--- src/rtl/scan_pkg.sv ---
package scan_pkg;

    localparam int unsigned ROWS_W = 12;
    localparam int unsigned COLS_W = 12;

    typedef logic [ROWS_W-1:0] row_t;
    typedef logic [COLS_W-1:0] col_t;

    typedef struct packed {
        row_t first;
        row_t count;
    } region_t;

    typedef enum logic [2:0] {
        ST_IDLE,
        ST_SNAP,
        ST_REQ,
        ST_WAIT,
        ST_DRAIN,
        ST_DONE
    } pass_state_t;

    function automatic region_t make_region(row_t first, row_t count);
        region_t r;
        r.first = first;
        r.count = count;
        return r;
    endfunction

endpackage

--- src/rtl/scan_row_walker.sv ---
module scan_row_walker
    import scan_pkg::*;
(
    input  logic clk,
    input  logic rst,
    input  logic clear,
    input  logic step,
    input  row_t height,
    output row_t row,
    output logic last
);
    row_t row_q;

    always_ff @(posedge clk) begin
        if (rst || clear) begin
            row_q <= '0;
        end else if (step) begin
            row_q <= row_q + row_t'(1);
        end
    end

    assign row  = row_q;
    assign last = (row_q == height - row_t'(1));

    a_r3_step_in_range: assert property (@(posedge clk) disable iff (rst)
        step |-> !last);

endmodule

--- src/rtl/scan_run_tracker.sv ---
module scan_run_tracker
    import scan_pkg::*;
(
    input  logic    clk,
    input  logic    rst,
    input  logic    clear,
    input  logic    eval,
    input  logic    dirty,
    input  row_t    row,
    input  logic    last,
    input  row_t    height,
    output logic    emit,
    output region_t region
);
    logic open_q;
    row_t start_q;
    row_t run_first;

    assign run_first = open_q ? start_q : row;

    always_comb begin
        emit   = 1'b0;
        region = make_region('0, '0);
        if (eval) begin
            if (!dirty && open_q) begin
                emit   = 1'b1;
                region = make_region(start_q, row - start_q);
            end else if (dirty && last) begin
                emit   = 1'b1;
                region = make_region(run_first, height - run_first);
            end
        end
    end

    always_ff @(posedge clk) begin
        if (rst || clear) begin
            open_q  <= 1'b0;
            start_q <= '0;
        end else if (eval) begin
            if (last || !dirty) begin
                open_q <= 1'b0;
            end else if (!open_q) begin
                open_q  <= 1'b1;
                start_q <= row;
            end
        end
    end

    a_r4_close_nonempty: assert property (@(posedge clk) disable iff (rst)
        emit |-> region.count != '0);

    a_r4_run_start_behind: assert property (@(posedge clk) disable iff (rst)
        (eval && open_q) |-> start_q < row);

endmodule

--- src/rtl/scan_region_slot.sv ---
module scan_region_slot
    import scan_pkg::*;
(
    input  logic    clk,
    input  logic    rst,
    input  logic    load,
    input  region_t load_region,
    input  logic    ready,
    output logic    valid,
    output logic    taken,
    output region_t region
);
    logic    valid_q;
    region_t region_q;

    always_ff @(posedge clk) begin
        if (rst) begin
            valid_q  <= 1'b0;
            region_q <= make_region('0, '0);
        end else if (load) begin
            valid_q  <= 1'b1;
            region_q <= load_region;
        end else if (valid_q && ready) begin
            valid_q <= 1'b0;
        end
    end

    assign valid  = valid_q;
    assign taken  = valid_q && ready;
    assign region = region_q;

    a_r8_hold_stable: assert property (@(posedge clk) disable iff (rst)
        (valid_q && !ready) |=> (valid_q && $stable(region_q)));

    a_r8_no_overwrite: assert property (@(posedge clk) disable iff (rst)
        load |-> !valid_q);

endmodule

--- src/rtl/dirty_run_coalescer.sv ---
module dirty_run_coalescer
    import scan_pkg::*;
(
    input  logic              clk,
    input  logic              rst,
    input  logic              start_i,
    input  logic              full_i,
    input  logic [ROWS_W-1:0] height_i,
    input  logic [COLS_W-1:0] width_i,
    output logic              busy_o,
    output logic              snap_o,
    output logic              req_valid_o,
    input  logic              req_ready_i,
    output logic [ROWS_W-1:0] req_row_o,
    input  logic              rsp_valid_i,
    input  logic              rsp_dirty_i,
    output logic              out_valid_o,
    input  logic              out_ready_i,
    output logic [ROWS_W-1:0] out_row_o,
    output logic [ROWS_W-1:0] out_rows_o,
    output logic [COLS_W-1:0] out_col_o,
    output logic [COLS_W-1:0] out_width_o,
    output logic              done_o
);
    localparam int unsigned SPAN_W = ROWS_W + 1;

    pass_state_t state_q, state_d;
    row_t        height_q;
    col_t        width_q;
    logic        fin_q, fin_d;

    logic        accept_start;
    logic        walk_clear, walk_step, walk_last;
    row_t        walk_row;
    logic        eval, emit;
    region_t     run_region;
    logic        slot_load, slot_valid, slot_taken;
    region_t     slot_in, slot_region;

    assign accept_start = (state_q == ST_IDLE) && start_i;
    assign eval         = (state_q == ST_WAIT) && rsp_valid_i;
    assign walk_clear   = accept_start;

    scan_row_walker u_walker (
        .clk    (clk),
        .rst    (rst),
        .clear  (walk_clear),
        .step   (walk_step),
        .height (height_q),
        .row    (walk_row),
        .last   (walk_last)
    );

    scan_run_tracker u_tracker (
        .clk    (clk),
        .rst    (rst),
        .clear  (accept_start),
        .eval   (eval),
        .dirty  (rsp_dirty_i),
        .row    (walk_row),
        .last   (walk_last),
        .height (height_q),
        .emit   (emit),
        .region (run_region)
    );

    scan_region_slot u_slot (
        .clk         (clk),
        .rst         (rst),
        .load        (slot_load),
        .load_region (slot_in),
        .ready       (out_ready_i),
        .valid       (slot_valid),
        .taken       (slot_taken),
        .region      (slot_region)
    );

    always_comb begin
        state_d   = state_q;
        fin_d     = fin_q;
        walk_step = 1'b0;
        slot_load = 1'b0;
        slot_in   = run_region;
        unique case (state_q)
            ST_IDLE: begin
                if (start_i) begin
                    if (height_i == '0) begin
                        state_d = ST_DONE;
                    end else if (full_i) begin
                        slot_load = 1'b1;
                        slot_in   = make_region('0, height_i);
                        fin_d     = 1'b1;
                        state_d   = ST_DRAIN;
                    end else begin
                        state_d = ST_SNAP;
                    end
                end
            end
            ST_SNAP: state_d = ST_REQ;
            ST_REQ: begin
                if (req_ready_i) state_d = ST_WAIT;
            end
            ST_WAIT: begin
                if (rsp_valid_i) begin
                    if (emit) begin
                        slot_load = 1'b1;
                        fin_d     = walk_last;
                        state_d   = ST_DRAIN;
                    end else if (walk_last) begin
                        state_d = ST_DONE;
                    end else begin
                        walk_step = 1'b1;
                        state_d   = ST_REQ;
                    end
                end
            end
            ST_DRAIN: begin
                if (slot_taken) begin
                    if (fin_q) begin
                        state_d = ST_DONE;
                    end else begin
                        walk_step = 1'b1;
                        state_d   = ST_REQ;
                    end
                end
            end
            ST_DONE: state_d = ST_IDLE;
            default: state_d = ST_IDLE;
        endcase
    end

    always_ff @(posedge clk) begin
        if (rst) begin
            state_q  <= ST_IDLE;
            fin_q    <= 1'b0;
            height_q <= '0;
            width_q  <= '0;
        end else begin
            state_q <= state_d;
            fin_q   <= fin_d;
            if (accept_start) begin
                height_q <= height_i;
                width_q  <= width_i;
            end
        end
    end

    assign busy_o      = (state_q != ST_IDLE);
    assign snap_o      = (state_q == ST_SNAP);
    assign req_valid_o = (state_q == ST_REQ);
    assign req_row_o   = walk_row;
    assign done_o      = (state_q == ST_DONE);
    assign out_valid_o = slot_valid;
    assign out_row_o   = slot_region.first;
    assign out_rows_o  = slot_region.count;
    assign out_col_o   = '0;
    assign out_width_o = width_q;

    a_r9_done_single: assert property (@(posedge clk) disable iff (rst)
        done_o |=> !done_o);

    a_r3_one_channel: assert property (@(posedge clk) disable iff (rst)
        req_valid_o |-> !out_valid_o);

    a_r2_snap_then_req: assert property (@(posedge clk) disable iff (rst)
        snap_o |=> (req_valid_o && req_row_o == '0));

    a_r11_in_frame: assert property (@(posedge clk) disable iff (rst)
        out_valid_o |-> (out_rows_o != '0 &&
            (SPAN_W'(out_row_o) + SPAN_W'(out_rows_o)) <= SPAN_W'(height_q)));

    a_r10_start_ignored: assert property (@(posedge clk) disable iff (rst)
        (busy_o && start_i && !done_o) |=> busy_o);

endmodule

--- config.mk ---
export PLATFORM = sky130hd
export DESIGN_NAME = dirty_run_coalescer
export DESIGN_NICKNAME = d
export VERILOG_FILES = /design/src/rtl/scan_pkg.sv /design/src/rtl/scan_row_walker.sv /design/src/rtl/scan_run_tracker.sv /design/src/rtl/scan_region_slot.sv /design/src/rtl/dirty_run_coalescer.sv
export SDC_FILE = /design/constraint.sdc
export NUM_CORES = 1
export LEC_CHECK = 0
export BUFFER_PORTS_ARGS = -buffer_cell sky130_fd_sc_hd__buf_4
export CORE_AREA = 2 2 98 100
export CTS_CLUSTER_DIAMETER = 60
export CTS_CLUSTER_SIZE = 24
export DETAILED_ROUTE_END_ITERATION = 16
export DIE_AREA = 0 0 100 102
export HOLD_SLACK_MARGIN = 0.12
export PLACE_DENSITY = 0.83
export SLEW_MARGIN = 15
export SYNTH_ARGS = -nofsm -noshare
export SYNTH_HDL_FRONTEND = slang
export SYNTH_HIERARCHICAL = 1
export SYNTH_SLANG_ARGS = --single-unit
--- constraint.sdc ---
create_clock -name clk -period 7.5 [get_ports clk]
set_input_delay 1.5 -clock clk [delete_from_list [all_inputs] [get_ports clk]]
set_output_delay 1.5 -clock clk [all_outputs]
set_load 0.01 [all_outputs]
# Word-level counts from Yosys, hierarchy flattened
# Cells that the tools add are included.
dict set report op_classes {
  n_mux 42
  reduce_logical 16
  bitwise 1
  n_addsub 4
  n_eq_ne 13
}
# op count
set op_table {}
lappend op_table {{2-to-1 mux 24 bit} 7}
lappend op_table {{2-to-1 mux 3 bit} 9}
lappend op_table {{subtractor 12 bit} 2}
lappend op_table {{2-to-1 mux 1 bit} 21}
lappend op_table {{one-hot mux 3 bit (5 select lines)} 1}
lappend op_table {{adder 12 x 1 -> 12 bit, second input constant} 1}
lappend op_table {{equality test 12 bit} 1}
lappend op_table {{logical NOT 12 bit} 1}
lappend op_table {{2-to-1 mux 12 bit} 1}
lappend op_table {{inequality test 2 bit, second input constant} 6}
lappend op_table {{subtractor 12 x 1 -> 12 bit, second input constant} 1}
lappend op_table {{equality test 3 x 2 -> 1 bit, second input constant} 2}
lappend op_table {{equality test 3 bit, second input constant} 2}
lappend op_table {{one-hot mux 1 bit (2 select lines)} 3}
lappend op_table {{AND reduction 6 bit} 1}
lappend op_table {{logical AND 1 bit} 5}
lappend op_table {{AND reduction 4 bit} 1}
lappend op_table {{nonzero test 2 bit} 2}
lappend op_table {{equality test 3 x 1 -> 1 bit, second input constant} 1}
lappend op_table {{logical NOT 3 bit} 1}
lappend op_table {{nonzero test 3 bit} 1}
lappend op_table {{logical OR 1 bit} 2}
lappend op_table {{inequality test 2 x 1 -> 1 bit, second input constant} 1}
lappend op_table {{AND reduction 2 bit} 1}
lappend op_table {{2 further kinds} 2}
dict set report totals {
  output_inout_bits 65
  reg_bits 78
  in_bits 32
}

# Logic depth before layout (Yosys ltp)
dict set report depth {
  word_depth 10
  mapped_depth 18
  mapped_depth_nobuf 17
}

# Hierarchy
# The synthesis kept the hierarchy.
# mod seq_area_each_um2 cells_each area_per_inst_um2 instances
set modules_own_cells {}
lappend modules_own_cells {scan_run_tracker 260.2 286 1980.6 1}
lappend modules_own_cells {dirty_run_coalescer 560.5 197 1557.7 1}
lappend modules_own_cells {scan_region_slot 500.5 83 917.1 1}
lappend modules_own_cells {scan_row_walker 240.2 109 903.4 1}

# Least setup slack after synthesis
# Ideal clock, no wire load.
dict set report synth_timing {
  path_kind {register to register}
  from {reg height_q[1]}
  to {reg u_walker.row_q[6] (netlist: u_walker/row[6])}
  t_arrival_ps 3550
  n_path_buf 1
  synth_period_minus_slack_ps 3677
  setup_ps 128
  setup_slack_ps 3823
  stages_incl_launch_ff 18
  t_required_ps 7372
  cell_sequence {dfxtp_1 inv_1 ha_1 nand4b_2 a2111oi_2 o2111ai_1 nor4b_1 nand2_1 clkbuf_1 nand2_1 nand2_1 inv_1 o31ai_1 and3_1 and3_1 nand2_1 xor2_1 nor2_1}
}
dict set report synth_via {
  elab_chain_len 9
  elab_cells_between_ends 10
  cone_classes {add/sub (1); eq/ne (1); mux (7); reduce/logical (1)}
}
# item line_no
set synth_lines {}
lappend synth_lines {{start: declaration} dirty_run_coalescer.sv:28} ;# row_t height_q;
lappend synth_lines {{start signal: assignment} dirty_run_coalescer.sv:142} ;# height_q <= height_i;
lappend synth_lines {{subtractor 12 x 1 -> 12 bit} scan_row_walker.sv:23} ;# assign last = (row_q == height - row_t'(1));
lappend synth_lines {{equality test 12 bit} scan_row_walker.sv:23}
lappend synth_lines {{via walk_last} dirty_run_coalescer.sv:33} ;# logic walk_clear, walk_step, walk_last;
lappend synth_lines {{logical AND 1 bit} scan_run_tracker.sv:28} ;# end else if (dirty && last) begin
lappend synth_lines {{2-to-1 mux 1 bit} scan_run_tracker.sv:28}
lappend synth_lines {{2-to-1 mux 1 bit} scan_run_tracker.sv:25} ;# if (!dirty && open_q) begin
lappend synth_lines {{2-to-1 mux 1 bit} scan_run_tracker.sv:24} ;# if (eval) begin
lappend synth_lines {{via emit} dirty_run_coalescer.sv:35} ;# logic eval, emit;
lappend synth_lines {{2-to-1 mux 1 bit} dirty_run_coalescer.sv:105} ;# if (emit) begin
lappend synth_lines {{2-to-1 mux 1 bit} dirty_run_coalescer.sv:104} ;# if (rsp_valid_i) begin
lappend synth_lines {{one-hot mux 1 bit (2 select lines)} dirty_run_coalescer.sv:84} ;# unique case (state_q)
lappend synth_lines {{via walk_step} dirty_run_coalescer.sv:33}
lappend synth_lines {{end signal: assignment} scan_row_walker.sv:18} ;# row_q <= row_q + row_t'(1);
lappend synth_lines {{end: declaration} scan_row_walker.sv:12} ;# row_t row_q;
# The timed path passes the listed nets, and every way through them passes these cells.
# A chain may end at the register's enable or synchronous reset.

# Final worst setup path
dict set report layout_timing {
  from {reg height_q[1]}
  to {reg u_walker.row_q[11] (netlist: u_walker/row[11])}
}
# The elaborated chain is that of the path after synthesis.

==> results.yml <==
outcome:
  status: "completed"
finish:
  final_common_cell: "nor2_1"
  syn2layout_area_growth_pct: 15.3
  drive_above_1_share_pct: 16.5
  fillers: 746
  diodes: 0
  final_cell_mix: "nor2_1, buf_4, dfxtp_1"
  nets: 801
  fin_area_mm2: 0.00618
pwr:
  power_uw: 1130
  p_per_area_mw_per_mm2: 183
  clockPowerShare_pct: 34.6
  p_leak_uw: 0.00242
  pwr-share-seq_pct: 40.8
  p_sw_share_pct: 31.4
  p_comb_share_pct: 24.6
  peakVddDrop_mv: 0.124
  p_switching_uw: 355
  intPower_uw: 777
logic_synthesis:
  synth_compound_area_share_pct: 16.8
  yosysWarnings: 6
  synth-adder-area-share_pct: 6.58
  synth_ff_type: "dfxtp_1"
  yosys.area_share.simple_pct: 23.8
  yosys-mux-area-fraction_pct: 10.3
  synth_top_family_by_area: "simple AND/OR/NAND/NOR gates"
  synth_edf_count: 0
  synth-seq-cells: 78
  avgSynthCellArea_um2: 7.94
  synth_area_mm2: 0.00536
  synthCells: 675
  synth_seq_area_share_pct: 29.1
  synth_async_sr_flop_share_pct: 0
  synth_xor_area_share_pct: 6.21
  ys_types: 67
global_route:
  grt_antenna_before_repair: 0
  use_met3_pct: 4.72
  grt_pass1_vias: 4680
  grt_use_total_pct: 28.3
  grt_max_degree: 57
  grt_pass1_wl_um: 22900
  grt_use_met2_pct: 46.2
  grt-busiest-layer: "met2"
  grt_overflow: 0
  use_met1_pct: 37.6
clock_network:
  post_cts_buffers: 0
  cts_buffer_depth: 2
  cts_max_level: 3
  cts.sink_count: 78
  insertion_delay_ns: 0.36
  cts_tree: "yes"
  cts_hold_buffers: 0
  cts-resized-gates: 0
  path_clk_slew_ns: 0.09
  root_buffer: "clkbuf_8"
  numCtsBuffers: 9
sta:
  slew_violations: 0
  worst_pin_slew_ns: 1.02
  slew_headroom_pct: 31.9
  period_needed_ns: 4.79
  hold_viol: 0
  setup_violations: 0
  worst_clock_skew_ns: 0.00990
  fmax_ghz: 0.209
  rsz0062_at_grt: "false"
  final.setup.tns_ns: 0
  fin_crit_sh_pct: 63.9
route:
  drc: 0
  routed_wl_um: 14400
  vias: 5195
  vias_per_cell: 6.06
  antenna_left: 0
  drt-initial-drc-count: 463
  firstDrtPassIters: 6
  drt-wirelength-per-cell_um: 16.8
die:
  fp.coreArea_mm2: 0.00911
  die_y_um: 102
  start_util_pct: 58.8
  die_area_mm2: 0.0102
  ios: 97
  placementRows: 35
  dieWidth_um: 100
flow_run:
  drv_cap: 0
critical_path:
  startpoint_type: "flop"
  crit_top_cell: "nand2_1"
  path_class: "reg2reg"
  critPathMaxFanout: 20
  required_ns: 7.74
  crit_chain: "inv_1 -> ha_1 -> or2b_1 -> a21o_1 -> a31oi_1 -> o21bai_1 -> nor4b_1 -> buf_4 -> nand2_1 -> nand2_1 -> nand2_1 -> inv_1 -> o31ai_1 -> and3_1 -> nand4_1 -> nor3b_1 -> xnor2_1 -> nor2_1"
  cp-end-kind: "flop"
  cpMaxStageDelayCell: "o31ai_1"
  cp_slowest_stage_delay_ns: 0.77
  arrival_ns: 5.04
placed_design:
  port_buffers: 84
  gp_congestion: 1.03
  placed_area_mm2: 0.00594
  dpl.hpwl_um: 10600
worst_hold_path:
  hold_path.class: "reg2reg"
-- cell type report --
type	instances	area [um^2]	share of cell area (%)
clock buffers	9	124	2.00
multi-input cells	533	3460	56.0
well taps	111	139	2.25
flip-flops and latches	78	1560	25.3
clock inverters	6	118	1.90
repair buffers	87	653	10.6
inverters	33	124	2.00
-- path summary, 6_finish.rpt --
| check | startpoint | endpoint | slack, ns | depth (start not counted) |
|---|---|---|---|---|
| max reg2reg | height_q[1] | u_walker/row[11] | 2.71 | 18 |
| min reg2reg | out_width_o[9] | out_width_o[9] | 0.46 | 2 |
| max | height_q[1] | u_walker/row[11] | 2.71 | 18 |
| min | out_width_o[9] | out_width_o[9] | 0.46 | 2 |
-- layer usage --
metal  vias to the layer above  share of wire, %
met5                         -                 0
met4                         0               3.6
met3                        49               8.3
met2                       261                45
met1                      2422                43
li1                       2463                 -
-- Yosys cell counts, drive strengths merged, types with 6 or more instances --
library cell,count,area (um^2)
nand2,75,282
ha,25,313
nor2b,8,50.1
mux2,14,161
o21a,6,45.0
xor2,16,140
o21ai,17,88.8
nor3,13,76.3
a21oi,62,310
dfxtp,78,1560
clkbuf,18,67.6
or4,6,56.3
a211oi,18,135
nor2,90,340
xnor2,22,193
and3,15,95.1
and2,16,100
buf,24,188
nand3,8,40.0
nand2b,7,43.8
mux2i,39,390
inv,33,124
-- registers in the layout, indices dropped and copies added, names as in the netlist --
name,cells
fin_q,1
height_q,12
out_width_o,12
state_q,3
u_slot/region,24
u_slot/valid,1
u_tracker/open_q,1
u_tracker/start_q,12
u_walker/row,12
-- worst max-delay path, delay by kind of cell, from the launching register on --
| family | cells | cell delay [ns] |
|---|---|---|
| and+or+nand+nor | 9 | 2.06 |
| AOI/OAI and AO/OA | 4 | 1.30 |
| DFF | 1 | 0.49 |
| buffers and inverters | 3 | 0.39 |
| adders and majority gates | 1 | 0.28 |
| xor gates and xnor gates | 1 | 0.15 |
-- kinds of logic (layout without fill, tap and decap cells) --
kind of cell,after synthesis,in the layout
simple gates,262,262
other cells,1,12
buf+inv,75,135
compound gates,141,141
flops,78,78
mux,53,53
xor+xnor,38,38
fa+ha+maj,27,27
-- per-stage QoR --
step	util (%)	cells	hold WS, ns	setup slack [ns]
global placement	65.2	842	0.444	2.84
floorplan	-	686	0.472	3.82
CTS	67.8	857	0.461	2.71
global route	67.8	857	0.484	2.29
detailed placement	65.2	842	0.449	2.75
finish	67.8	857	0.462	2.71
-- power by group through the flow --
stage | Sequential [uW] | Combinational, uW | Clock [uW]
after floorplan | 463 | 214 | 0
after global placement | 470 | 264 | 0
after detailed placement | 471 | 272 | 0
after CTS | 461 | 274 | 397
after global routing | 465 | 305 | 413
final | 462 | 279 | 392
No activity file was read; power rests on OpenSTA's default activity.
